## src/rtl/bitmem_pkg.sv

```systemverilog
package bitmem_pkg;

    parameter int BIT_IDX_W  = 10;
    parameter int DATA_W     = 8;
    parameter int MEM_ADDR_W = 11;
    parameter int PC_W       = 24;
    parameter int DISP_W     = 8;
    parameter logic [MEM_ADDR_W-1:0] REG_WIN_BASE = 11'h400;

    localparam int POS_W   = $clog2(DATA_W);
    localparam int OFS_W   = BIT_IDX_W - 1 - POS_W;
    localparam int OPC_W   = BIT_IDX_W - 8;

    typedef enum logic [1:0] {
        OP_READ   = 2'b00,
        OP_SET    = 2'b01,
        OP_CLEAR  = 2'b10,
        OP_TESTBR = 2'b11
    } bit_op_e;

    typedef struct packed {
        logic                  in_reg_win;
        logic [MEM_ADDR_W-1:0] byte_addr;
        logic [POS_W-1:0]      pos;
    } bit_loc_t;

    typedef struct packed {
        bit_op_e         op;
        bit_loc_t        loc;
        logic [PC_W-1:0] target;
    } bit_ctx_t;

    typedef enum logic [1:0] {
        ST_IDLE  = 2'b00,
        ST_FETCH = 2'b01,
        ST_WRITE = 2'b10
    } seq_state_e;

    function automatic logic op_writes(input bit_op_e op);
        return (op == OP_SET) || (op == OP_CLEAR);
    endfunction

endpackage

```

## src/rtl/bitmem_addr_map.sv

```systemverilog
module bitmem_addr_map
    import bitmem_pkg::*;
(
    input  logic [OPC_W-1:0] opc_lo,
    input  logic [7:0]       bit_lo,
    output bit_loc_t         loc
);
    logic [BIT_IDX_W-1:0] idx;
    logic [OFS_W-1:0]     ofs;

    always_comb begin
        idx            = {opc_lo, bit_lo};
        ofs            = idx[BIT_IDX_W-2:POS_W];
        loc.in_reg_win = idx[BIT_IDX_W-1];
        loc.pos        = idx[POS_W-1:0];
        loc.byte_addr  = (loc.in_reg_win ? REG_WIN_BASE : '0) + MEM_ADDR_W'(ofs);
    end
endmodule

```

## src/rtl/bitmem_branch_calc.sv

```systemverilog
module bitmem_branch_calc
    import bitmem_pkg::*;
(
    input  logic [PC_W-1:0]   pc,
    input  logic [DISP_W-1:0] disp,
    output logic [PC_W-1:0]   target
);
    logic [PC_W-1:0] disp_ext;
    logic [PC_W-1:0] sum;

    always_comb begin
        disp_ext = {{(PC_W-DISP_W){disp[DISP_W-1]}}, disp};
        sum      = pc + (disp_ext << 1);
        target   = {sum[PC_W-1:1], 1'b0};
    end
endmodule

```

## src/rtl/bitmem_seq.sv

```systemverilog
module bitmem_seq
    import bitmem_pkg::*;
(
    input  logic                  clk,
    input  logic                  rst,
    input  logic                  accept,
    input  bit_ctx_t              ctx_in,
    input  logic [DATA_W-1:0]     mem_rdata,
    output logic [MEM_ADDR_W-1:0] mem_addr,
    output logic                  mem_rd,
    output logic                  mem_wr,
    output logic [DATA_W-1:0]     mem_wdata,
    output logic                  busy,
    output logic                  done,
    output logic                  bit_value,
    output logic                  br_taken,
    output logic [PC_W-1:0]       br_target
);
    seq_state_e        state;
    bit_ctx_t          ctx;
    logic              cur_bit;
    logic              new_val;
    logic [DATA_W-1:0] merged;

    always_ff @(posedge clk) begin
        if (rst) begin
            state     <= ST_IDLE;
            ctx       <= '0;
            done      <= 1'b0;
            bit_value <= 1'b0;
            br_taken  <= 1'b0;
            br_target <= '0;
        end else begin
            done     <= 1'b0;
            br_taken <= 1'b0;
            unique case (state)
                ST_IDLE: if (accept) begin
                    ctx   <= ctx_in;
                    state <= ST_FETCH;
                end
                ST_FETCH: state <= ST_WRITE;
                ST_WRITE: begin
                    state     <= ST_IDLE;
                    done      <= 1'b1;
                    bit_value <= cur_bit;
                    br_taken  <= (ctx.op == OP_TESTBR) && cur_bit;
                    br_target <= ctx.target;
                end
                default: state <= ST_IDLE;
            endcase
        end
    end

    assign cur_bit = mem_rdata[ctx.loc.pos];
    assign new_val = (ctx.op == OP_SET);

    for (genvar g = 0; g < DATA_W; g++) begin : g_merge
        assign merged[g] = (ctx.loc.pos == POS_W'(g)) ? new_val : mem_rdata[g];
    end

    assign busy      = (state != ST_IDLE);
    assign mem_addr  = ctx.loc.byte_addr;
    assign mem_rd    = (state == ST_FETCH);
    assign mem_wr    = (state == ST_WRITE) && op_writes(ctx.op);
    assign mem_wdata = merged;

    assert_wr_after_rd_R8: assert property (@(posedge clk) disable iff (rst)
        mem_wr |-> $past(mem_rd));
    assert_addr_held_R8: assert property (@(posedge clk) disable iff (rst)
        mem_wr |-> $stable(mem_addr));
    assert_single_rd_R8: assert property (@(posedge clk) disable iff (rst)
        mem_rd |=> !mem_rd);
    assert_done_pulse_R8: assert property (@(posedge clk) disable iff (rst)
        done |=> !done);
    assert_one_bit_change_R5: assert property (@(posedge clk) disable iff (rst)
        mem_wr |-> ($countones(mem_wdata ^ mem_rdata) <= 1));
    assert_taken_with_done_R9: assert property (@(posedge clk) disable iff (rst)
        br_taken |-> done);
    assert_reset_idle_R11: assert property (@(posedge clk) disable iff (rst)
        $past(rst) |-> (!busy && !done && !br_taken));
endmodule

```

## src/rtl/bit_access_unit.sv

```systemverilog
module bit_access_unit
    import bitmem_pkg::*;
(
    input  logic                  clk,
    input  logic                  rst,
    input  logic                  req_valid,
    input  logic [1:0]            req_op,
    input  logic [OPC_W-1:0]      req_opc_lo,
    input  logic [7:0]            req_bit_lo,
    input  logic [DISP_W-1:0]     req_disp,
    input  logic [PC_W-1:0]       req_pc,
    output logic                  busy,
    output logic                  done,
    output logic                  bit_value,
    output logic                  br_taken,
    output logic [PC_W-1:0]       br_target,
    output logic [MEM_ADDR_W-1:0] mem_addr,
    output logic                  mem_rd,
    output logic                  mem_wr,
    output logic [DATA_W-1:0]     mem_wdata,
    input  logic [DATA_W-1:0]     mem_rdata
);
    bit_loc_t        loc;
    logic [PC_W-1:0] tgt;
    bit_ctx_t        ctx;
    logic            accept;

    bitmem_addr_map u_map (
        .opc_lo (req_opc_lo),
        .bit_lo (req_bit_lo),
        .loc    (loc)
    );

    bitmem_branch_calc u_br (
        .pc     (req_pc),
        .disp   (req_disp),
        .target (tgt)
    );

    assign accept     = req_valid && !busy;
    assign ctx.op     = bit_op_e'(req_op);
    assign ctx.loc    = loc;
    assign ctx.target = tgt;

    bitmem_seq u_seq (
        .clk       (clk),
        .rst       (rst),
        .accept    (accept),
        .ctx_in    (ctx),
        .mem_rdata (mem_rdata),
        .mem_addr  (mem_addr),
        .mem_rd    (mem_rd),
        .mem_wr    (mem_wr),
        .mem_wdata (mem_wdata),
        .busy      (busy),
        .done      (done),
        .bit_value (bit_value),
        .br_taken  (br_taken),
        .br_target (br_target)
    );

    assert_reg_window_R3: assert property (@(posedge clk) disable iff (rst)
        (accept && req_opc_lo[OPC_W-1]) |=> (mem_addr >= REG_WIN_BASE));
    assert_data_window_R2: assert property (@(posedge clk) disable iff (rst)
        (accept && !req_opc_lo[OPC_W-1]) |=> (mem_addr < REG_WIN_BASE));
    assert_no_write_ro_R7: assert property (@(posedge clk) disable iff (rst)
        (accept && (req_op == 2'b00 || req_op == 2'b11)) |=> ##1 !mem_wr);
endmodule

```

## config.mk

```make
export PLATFORM = sky130hd
export DESIGN_NAME = bit_access_unit
export DESIGN_NICKNAME = d
export VERILOG_FILES = /design/src/rtl/bitmem_pkg.sv /design/src/rtl/bitmem_addr_map.sv /design/src/rtl/bitmem_branch_calc.sv /design/src/rtl/bitmem_seq.sv /design/src/rtl/bit_access_unit.sv
export SDC_FILE = /design/constraint.sdc
export NUM_CORES = 1
export LEC_CHECK = 0
export ABC_AREA = 1
export BUFFER_PORTS_ARGS = -buffer_cell sky130_fd_sc_hd__buf_2
export CORE_UTILIZATION = 59
export CTS_CLUSTER_SIZE = 16
export DETAILED_ROUTE_END_ITERATION = 6
export PLACE_DENSITY_LB_ADDON = 0.2
export SLEW_MARGIN = 25
export SYNTH_ARGS = -nofsm -noshare
export SYNTH_HDL_FRONTEND = slang
export SYNTH_HIERARCHICAL = 1
export SYNTH_SLANG_ARGS = --single-unit
```

## constraint.sdc

```tcl
create_clock -name clk -period 4.7 [get_ports clk]
set_clock_uncertainty 0.05 [all_clocks]
set_input_delay 0 -clock clk [delete_from_list [all_inputs] [get_ports clk]]
set_output_delay 0 -clock clk [all_outputs]
set_load 0.02 [all_outputs]
```

* Word level (Yosys, flattened, before mapping)
Cells that the tools add are included.
** Cells by class
- Bitwise gates (word level) :: 1
- $lt $le $gt $ge :: 1
- Reduce and logical (&&, ||, !) cells :: 10
- Multiplexer cells :: 14
- Equality and inequality tests :: 13
- Add/sub/neg operators :: 2
** Operators by type and width (count)
- $add 24x24->24 :: 1
- $eq 3x3->1 const B :: 4
- $add 11x6->11 :: 1
- $mux 11 :: 1
- $mux 1 :: 10
- $eq 2x2->1 const B :: 3
- $eq 3x2->1 const B :: 2
- $eq 2x1->1 const B :: 2
- $lt 3x4->1 const B :: 1
- $pmux 2 s2 :: 1
- $bmux 1 s3 :: 1
- $eq 3x1->1 const B :: 1
- $logic_and 1x1->1 :: 3
- $logic_not 3->1 :: 1
- $logic_not 2->1 :: 1
- $mux 2 :: 1
- $ne 2x2->1 const B :: 1
- $reduce_and 2->1 :: 1
- $reduce_bool 2->1 :: 1
- $reduce_or 2->1 :: 1
- $logic_not 1->1 :: 1
- $logic_or 1x1->1 :: 1
- $not 1->1 :: 1
** Storage, ports and cells
- Flip-flop bits (word level) :: 67
- Logic and storage cells :: 50
- Output and inout bits :: 49

* Longest topological paths before layout
Gate-level depths: netlist of run 1.
- Depth in word-level cells :: 5
- Depth in mapped cells :: 14

* Hierarchy
Netlist of run 1, hierarchy kept.
** By module, submodules not included
- bitmem_seq :: area each 2718.9 um^2, times used 1, cells an instance 354
- bitmem_branch_calc :: area each 1637.8 um^2, times used 1, cells an instance 336
- bitmem_addr_map :: area each 116.4 um^2, times used 1, cells an instance 16
- bit_access_unit :: area each 10.0 um^2, times used 1, cells an instance 2

* Worst setup path before layout of run 1
Ideal clock, no wire load.
- Kind :: input to register
- Start :: in req_pc[1]
- End :: reg u_seq/ctx[13] (netlist name)
- Cell stages on the path :: 13
- Arrival time :: 1357 ps
- Library setup time :: 113 ps
- Path slack :: 3180 ps
- Path through :: ha_1 > inv_1 > fa_1 > inv_1 > nand3_1 > nand3_1 > nand3_1 > nand2_1 > nand2_1 > nand3_1 > nand2_1 > o21ai_1 > nor2_1
** On the way
- Cells in the longest elaborated chain, start to end :: 1
** Ends and longest elaborated chain
- from (decl) :: line bit_access_unit.sv:11 : input logic [PC_W-1:0] req_pc,
- $add 24x24->24 :: line bitmem_branch_calc.sv:13 : sum = pc + (disp_ext << 1);
- named net tgt[13] :: line bit_access_unit.sv:24 : logic [PC_W-1:0] tgt;
- to (signal assigned) :: line bitmem_seq.sv:38 : ctx <= ctx_in;
- to (decl) :: line bitmem_seq.sv:20 : bit_ctx_t ctx;
The timed path passes the listed nets, and every way through them passes these cells.
A chain may end at the register's enable or synchronous reset.

* Worst setup path after layout of run 1
- Start :: reg u_seq.state[1]
- End :: reg u_seq/ctx[17] (netlist name)
** On the way
- Cells in the longest elaborated chain, start to end :: 4
- Elaborated cells on any way between the ends :: 5
- Those cells by class :: 5 x reduce/logical
** Ends and longest elaborated chain
- from (decl) :: line bitmem_seq.sv:19 : seq_state_e state;
- from (signal assigned) :: line bitmem_seq.sv:27 : state <= ST_IDLE;
- from (signal assigned) :: line bitmem_seq.sv:39 : state <= ST_FETCH;
- from (signal assigned) :: line bitmem_seq.sv:41 : ST_FETCH: state <= ST_WRITE;
- $reduce_bool 2->1 :: line bitmem_seq.sv:61 : assign busy = (state != ST_IDLE);
- $logic_not 1->1 :: line bit_access_unit.sv:40 : assign accept = req_valid && !busy;
- $logic_and 1x1->1 :: line bit_access_unit.sv:40
- named net accept :: line bit_access_unit.sv:26 : logic accept;
- $reduce_and 2->1 (no source line)
The timed path passes the listed nets, and every way through them passes these cells.

==> results of run 1 <==
==> worst max path at each step <==
stage / depth (start not counted) / to / startpoint
after CTS: 7 / u_seq/ctx[17]$_SDFFE_PP0P_ / u_seq/state[1]$_SDFFE_PP0P_
after floorplan: 13 / u_seq/ctx[13]$_SDFFE_PP0P_ / req_pc[1]
after global routing: 7 / u_seq/ctx[17]$_SDFFE_PP0P_ / u_seq/state[1]$_SDFFE_PP0P_
final: 7 / u_seq/ctx[17]$_SDFFE_PP0P_ / u_seq/state[1]$_SDFFE_PP0P_
after global placement: 14 / u_seq/ctx[17]$_SDFFE_PP0P_ / req_pc[1]
after detailed placement: 12 / u_seq/ctx[23]$_SDFFE_PP0P_ / req_disp[7]
==> flip-flops by register name, indices dropped and copies added (netlist names) <==
name and count:
u_seq/mem_addr 11, u_seq/ctx 29, u_seq/state 2, u_seq/bit_value 1, u_seq/done 1, u_seq/br_target 24, u_seq/br_taken 1
==> report_power, final <==
part | switching (W) | internal (W)
logic | 0.000285 | 0.000160
clock network | 0.000205 | 0.000286
registers | 0.0000288 | 0.000636
total | 0.000518 | 0.00108
==> metrics by stage <==
step | power (W) | utilization | setup WS (ns)
global placement | 0.00110 | 0.657 | 2.88
global route | 0.00170 | 0.704 | 2.87
CTS | 0.00160 | 0.704 | 3.00
finish | 0.00160 | 0.704 | 2.99
detailed placement | 0.00111 | 0.657 | 2.81
floorplan | 0.00103 | - | 3.18
==> repair_timing <==
| action | in CTS | in global routing |
|---|---|---|
| hold buffers | 13 | 0 |
| endpoints found under the hold margin | 16 | 0 |
| endpoints found under the setup margin | 0 | 0 |
==> metal layers <==
layer,track usage,share of wire
met5,0,0
met4,0.126,0.024
met3,0.0397,0.062
met2,0.446,0.47
met1,0.283,0.44
==> layout by cell type (no fill, tap or decap), types with 2 or more instances in the layout <==
master                            n
sky130_fd_sc_hd__a21oi_2          2
sky130_fd_sc_hd__nand4_1          4
sky130_fd_sc_hd__nand2_4          2
sky130_fd_sc_hd__nor2_1         147
sky130_fd_sc_hd__xor2_1          10
sky130_fd_sc_hd__nand3_2          3
sky130_fd_sc_hd__conb_1           5
sky130_fd_sc_hd__ha_1            24
sky130_fd_sc_hd__dlygate4sd3_1   13
sky130_fd_sc_hd__nand3_1         32
sky130_fd_sc_hd__dfxtp_1         69
sky130_fd_sc_hd__nand2_2          2
sky130_fd_sc_hd__xnor2_1          2
sky130_fd_sc_hd__nor3_1           2
sky130_fd_sc_hd__o21ai_0         58
sky130_fd_sc_hd__nor2_2           6
sky130_fd_sc_hd__a31oi_1          2
sky130_fd_sc_hd__buf_2          102
sky130_fd_sc_hd__clkbuf_8        12
sky130_fd_sc_hd__clkinv_2         3
sky130_fd_sc_hd__a21oi_1         17
sky130_fd_sc_hd__inv_1           87
sky130_fd_sc_hd__nand2_1        171
sky130_fd_sc_hd__o21ai_1         13
==> critical path, delay by kind of cell, from the launching register on <==
family        cells  cell delay [ns]
buf+inv           2             0.41
simple gates      5             0.78
flops             1             0.37
==> final cells by class <==
| class | count | area, µm² | share of cell area |
|---|---|---|---|
| inverter | 89 | 339 | 0.0660 |
| timing repair buffer | 116 | 648 | 0.126 |
| multi-input combinational | 506 | 2430 | 0.474 |
| sequential | 69 | 1380 | 0.269 |
| clock inverter | 4 | 45.0 | 0.00877 |
| tap | 99 | 124 | 0.0241 |
| clock buffer | 12 | 165 | 0.0322 |
==> flow_summary.ini, run 1 <==
[routing]
first_pass_detailed_route_iteration_total = 5
wire_per_inst_um = 10.8
via_count = 4503
routed_wl_mm = 9.68
via_per_inst = 5.03
initialDrtViolationCount = 199
remaining_antenna_violation_count_after_routing = 0
post-route-drc-count = 0

[final_layout]
final_area_mm2 = 0.00513
final-instance-count-excl-fill = 895
layout.filler_cells = 668
final_layout_size_suffix_gt1_frac = 0.172
num_antenna_cells = 0
area_growth_syn_to_layout_pct = 14.7
final_net_count = 871

[placement]
port_buffers = 102
detailedPlacementHpwl_mm = 7.17
placedCellCount = 866
postPlaceCellArea_mm2 = 0.00479
gpl.final_weighted_congestion = 1.02

[yosys]
synthesis.area_mm2 = 0.00448
synth_instances = 707
synth.avg_cell_area_um2 = 6.33
synthesis.yosys.warnings = 6

[critical_path]
capture_instance_of_the_worst_register_to_register_path = u_seq/ctx[17]$_SDFFE_PP0P_
slowest_stage = sky130_fd_sc_hd__dfxtp_1
largest_fanout_on_the_critical_path = 46
timing.reg2reg.worst_path_depth = 7
crit_required_ns = 4.91
cp_slowest_stage_delay_ns = 0.37
cp_common_cell = sky130_fd_sc_hd__nor2_1
critical_path.cell_chain = nor2_4 > inv_1 > nor2_2 > nand2_4 > inv_6 > nor2_1 > nor2_1
timing.critical_path.to_type = register
timing.setup.critical_path_class = register to register
timing.critical_path.arrival_ns = 1.92
regToRegStartpoint = u_seq/state[1]$_SDFFE_PP0P_
worst-r2r-setup-slack_ns = 2.99
start_kind = register

[clock_tree]
root_buffer = sky130_fd_sc_hd__clkbuf_8
number_of_levels_in_the_clock_h_tree = 3
cts_buffer_depth = 2
ctsResizeCount = 0
cts.sink_count = 69
clk-insertion-delay-late_ns = 0.33
cts_buffers = 9
postCtsSetupRepairBufs = 0
cts.reportedPaths.clkPinSlew_ns = 0.07
tritoncts = built

[floorplan]
floorplan.die.height_um = 89.1
die_area_mm2 = 0.00794
fp-row-count = 31
start_util = 0.614
die_w_um = 89.1
floorplan.io_pins = 104
core_mm2 = 0.00729

[grt]
vias_in_the_first_global_route = 3929
grt_first_pass_wirelength_mm = 15.7
pin_count_of_the_biggest_net_entering_global_routing = 66
grt_overflow_total = 0
global_route.usage.total = 0.248
grt_antenna_before_repair = 0

[sta]
holdWs_ns = 0.0684
timing.final.crit_share = 0.364
setup_violations = 0
max_clock_freq_mhz = 584
grt_setup_unrepaired = no
relSlewSlack = 0.660
finalHoldViolCount = 0
fin_crit_ns = 1.71
worst_tran_pin_value_ns = 0.510
tns_ns = 0
maxSlewViolCount = 0

[run]
maxCapViolCount = 0

[power_and_ir_drop]
power_density_mw_per_mm2 = 312
leakagePower_nw = 2.81
ir_drop_mv = 0.123

[worst_hold_path]
min_path_type = input pin to register
min_to = u_seq/ctx[1]$_SDFFE_PP0P_
hold_start = req_disp[0]
hold-path-cell-count = 4

[status]
run_status = completed
Power figures use the tool's default switching activity.
==> run 2: changes to the inputs <==
--- a/config.mk
+++ b/config.mk
@@ -7,7 +7,7 @@
 export LEC_CHECK = 0
 export ABC_AREA = 1
 export BUFFER_PORTS_ARGS = -buffer_cell sky130_fd_sc_hd__buf_2
-export CORE_UTILIZATION = 59
+export CORE_UTILIZATION = 50
 export CTS_CLUSTER_SIZE = 16
 export DETAILED_ROUTE_END_ITERATION = 6
 export PLACE_DENSITY_LB_ADDON = 0.2
==> constraint.sdc (replaced) <==
create_clock -name clk -period 1.5 [get_ports clk]
set_clock_uncertainty 0.05 [all_clocks]
set_input_delay 0 -clock clk [delete_from_list [all_inputs] [get_ports clk]]
set_output_delay 0 -clock clk [all_outputs]
set_load 0.02 [all_outputs]
==> run 2 against run 1 <==
  * Sequential share of layout area down 2.2 points
  * Critical path type is now register to primary output
  * Non-clock buffer count up 46
  * Critical endpoint is now mem_wdata[3]
  * Final cell count up 6.1%
  * The flow now finishes with violations (design-rule violations)
==> flow_summary.ini, run 2 (same netlist as run 1, synthesis figures left out) <==
[floorplan]
die_area_mm2 = 0.00933
floorplan.io_pins = 104
die_w_um = 96.6
fp-row-count = 34
core_mm2 = 0.00868
start_util = 0.516
floorplan.die.height_um = 96.6

[grt]
vias_in_the_first_global_route = 4246
pin_count_of_the_biggest_net_entering_global_routing = 47
global_route.usage.total = 0.241
grt_first_pass_wirelength_mm = 18.7
grt_antenna_before_repair = 0
grt_overflow_total = 0

[status]
violations = design-rule violations
run_status = finished with violations

[worst_hold_path]
min_path_type = input pin to register
hold_start = req_disp[0]
hold-path-cell-count = 4
min_to = u_seq/ctx[1]$_SDFFE_PP0P_

[critical_path]
timing.critical_path.to_type = primary output
timing.reg2reg.worst_path_depth = 7
regToRegStartpoint = u_seq/state[1]$_SDFFE_PP0P_
timing.setup.critical_path_class = register to primary output
start_kind = register
crit_required_ns = 1.45
worst-r2r-setup-slack_ns = 0.07
capture_instance_of_the_worst_register_to_register_path = u_seq/ctx[26]$_SDFFE_PP0P_
largest_fanout_on_the_critical_path = 7
timing.critical_path.arrival_ns = 1.38

[routing]
wire_per_inst_um = 11.5
initialDrtViolationCount = 161
first_pass_detailed_route_iteration_total = 7
via_per_inst = 4.79
post-route-drc-count = 1
routed_wl_mm = 10.9
remaining_antenna_violation_count_after_routing = 0
via_count = 4551

[clock_tree]
cts_buffers = 9
root_buffer = sky130_fd_sc_hd__clkbuf_8
cts.sink_count = 69
clk-insertion-delay-late_ns = 0.34
cts_buffer_depth = 2
cts.reportedPaths.clkPinSlew_ns = 0.08
tritoncts = built
number_of_levels_in_the_clock_h_tree = 3

[power_and_ir_drop]
leakagePower_nw = 3.04
power_density_mw_per_mm2 = 931
ir_drop_mv = 0.388

[placement]
dp_worst_setup_slack_ns = -0.292
gpl.final_weighted_congestion = 0.934
detailedPlacementHpwl_mm = 8.32
port_buffers = 102

[final_layout]
largest-register = u_seq/ctx
post-route-util = 0.646
area_growth_syn_to_layout_pct = 25.2
largest_register_ffs = 29
final_layout_size_suffix_gt1_frac = 0.241
num_antenna_cells = 0
mostFrequentLayoutCells = sky130_fd_sc_hd__nand2_1, sky130_fd_sc_hd__nor2_1, sky130_fd_sc_hd__buf_2
most_frequent_standard_cell_in_the_layout_excluding_fill_and_tap_cells = sky130_fd_sc_hd__nand2_1
final_net_count = 917

[sta]
maxSlewViolCount = 0
timing.final.crit_share = 0.952
layout_setup_ws_ns = 0.0715
fin_crit_ns = 1.43
max_clock_freq_mhz = 700
setup_violations = 0
grt_setup_unrepaired = yes
finalHoldViolCount = 0

[run]
maxCapViolCount = 0
## run 2: changes by cell type in the layout (fill, tap and decap cells not counted), moves of 3 or more
cell | before | now
sky130_fd_sc_hd__buf_4 | 1 | 45
sky130_fd_sc_hd__nor2_2 | 6 | 9
sky130_fd_sc_hd__clkbuf_8 | 12 | 9
sky130_fd_sc_hd__ha_1 | 24 | 18
sky130_fd_sc_hd__ha_2 | 0 | 3
sky130_fd_sc_hd__ha_4 | 0 | 3
sky130_fd_sc_hd__buf_12 | 0 | 3
sky130_fd_sc_hd__dfxtp_1 | 69 | 66
sky130_fd_sc_hd__dfxtp_2 | 0 | 3
sky130_fd_sc_hd__nor2_1 | 147 | 144
sky130_fd_sc_hd__o21ai_0 | 58 | 47
sky130_fd_sc_hd__o21ai_1 | 13 | 23
## run 2: how the worst max path moves through the flow
stage | start | end | slack (ns) | cells past startpoint
2_1_floorplan | req_pc[1] | u_seq/ctx[13]$_SDFFE_PP0P_ | 0.008 | 13
3_3_place_gp | req_disp[7] | u_seq/ctx[23]$_SDFFE_PP0P_ | -0.27 | 12
3_5_place_dp | req_disp[7] | u_seq/ctx[23]$_SDFFE_PP0P_ | -0.29 | 12
4_1_cts | u_seq/state[1]$_SDFFE_PP0P_ | u_seq/mem_addr[8]$_SDFFE_PP0P_ | 0.005 | 7
5_1_grt | u_seq/ctx[24]$_SDFFE_PP0P_ | mem_wdata[4] | -0.04 | 4
6_report | u_seq/ctx[26]$_SDFFE_PP0P_ | mem_wdata[3] | 0.07 | 4
## run 2: critical path: stages (launching register included)
cell and delay (ns):
sky130_fd_sc_hd__dfxtp_2 0.36, sky130_fd_sc_hd__inv_1 0.19, sky130_fd_sc_hd__nand3_1 0.13, sky130_fd_sc_hd__o21ai_0 0.17, sky130_fd_sc_hd__buf_2 0.19
## run 2: what timing repair did
item                       CTS  global route
resized for setup            1            33
pin swaps                    0             2
setup buffers                0             2
hold buffers                13             0
hold endpoints to repair    16             0
setup endpoints to repair    2            47
## run 2: layer usage
metal	up-vias	global-route usage	wire length, µm
met5	-	0	0
met2	121	0.412	5240
met3	13	0.0434	539
li1	2418	-	-
met4	0	0.0746	155
met1	1999	0.306	4950
## run 2: layout make-up
class / count / area, µm²
inverters: 89 / 347
fillers: 838 / 3080
well taps: 108 / 135
clock buffers: 9 / 124
flip-flops and latches: 69 / 1390
multi-input cells: 506 / 2500
repair buffers: 162 / 1030
clock inverters: 7 / 73.8
## run 2: metrics by stage
stage | std cells | total power (W) | setup TNS [ns] | instance area, µm² | hold slack [ns]
after floorplan | 710 | 0.00322 | 0 | 4490 | 0.0224
after global placement | 919 | 0.00364 | -3.06 | 5180 | 0.166
after detailed placement | 919 | 0.00368 | -3.37 | 5180 | 0.174
after CTS | 948 | 0.00520 | 0 | 5510 | 0.0214
after global routing | 950 | 0.00555 | -0.220 | 5600 | 0.0304
final | 950 | 0.00522 | 0 | 5600 | 0.00505
## run 2: report_power, final
part / internal (W) / total (W) / leakage (nW) / switching [W]
logic: 0.000671 / 0.00163 / 2.37 / 0.000962
clock network: 0.000772 / 0.00150 / 0.0996 / 0.000724
registers: 0.00199 / 0.00209 / 0.568 / 0.0000914
total: 0.00344 / 0.00522 / 3.04 / 0.00178
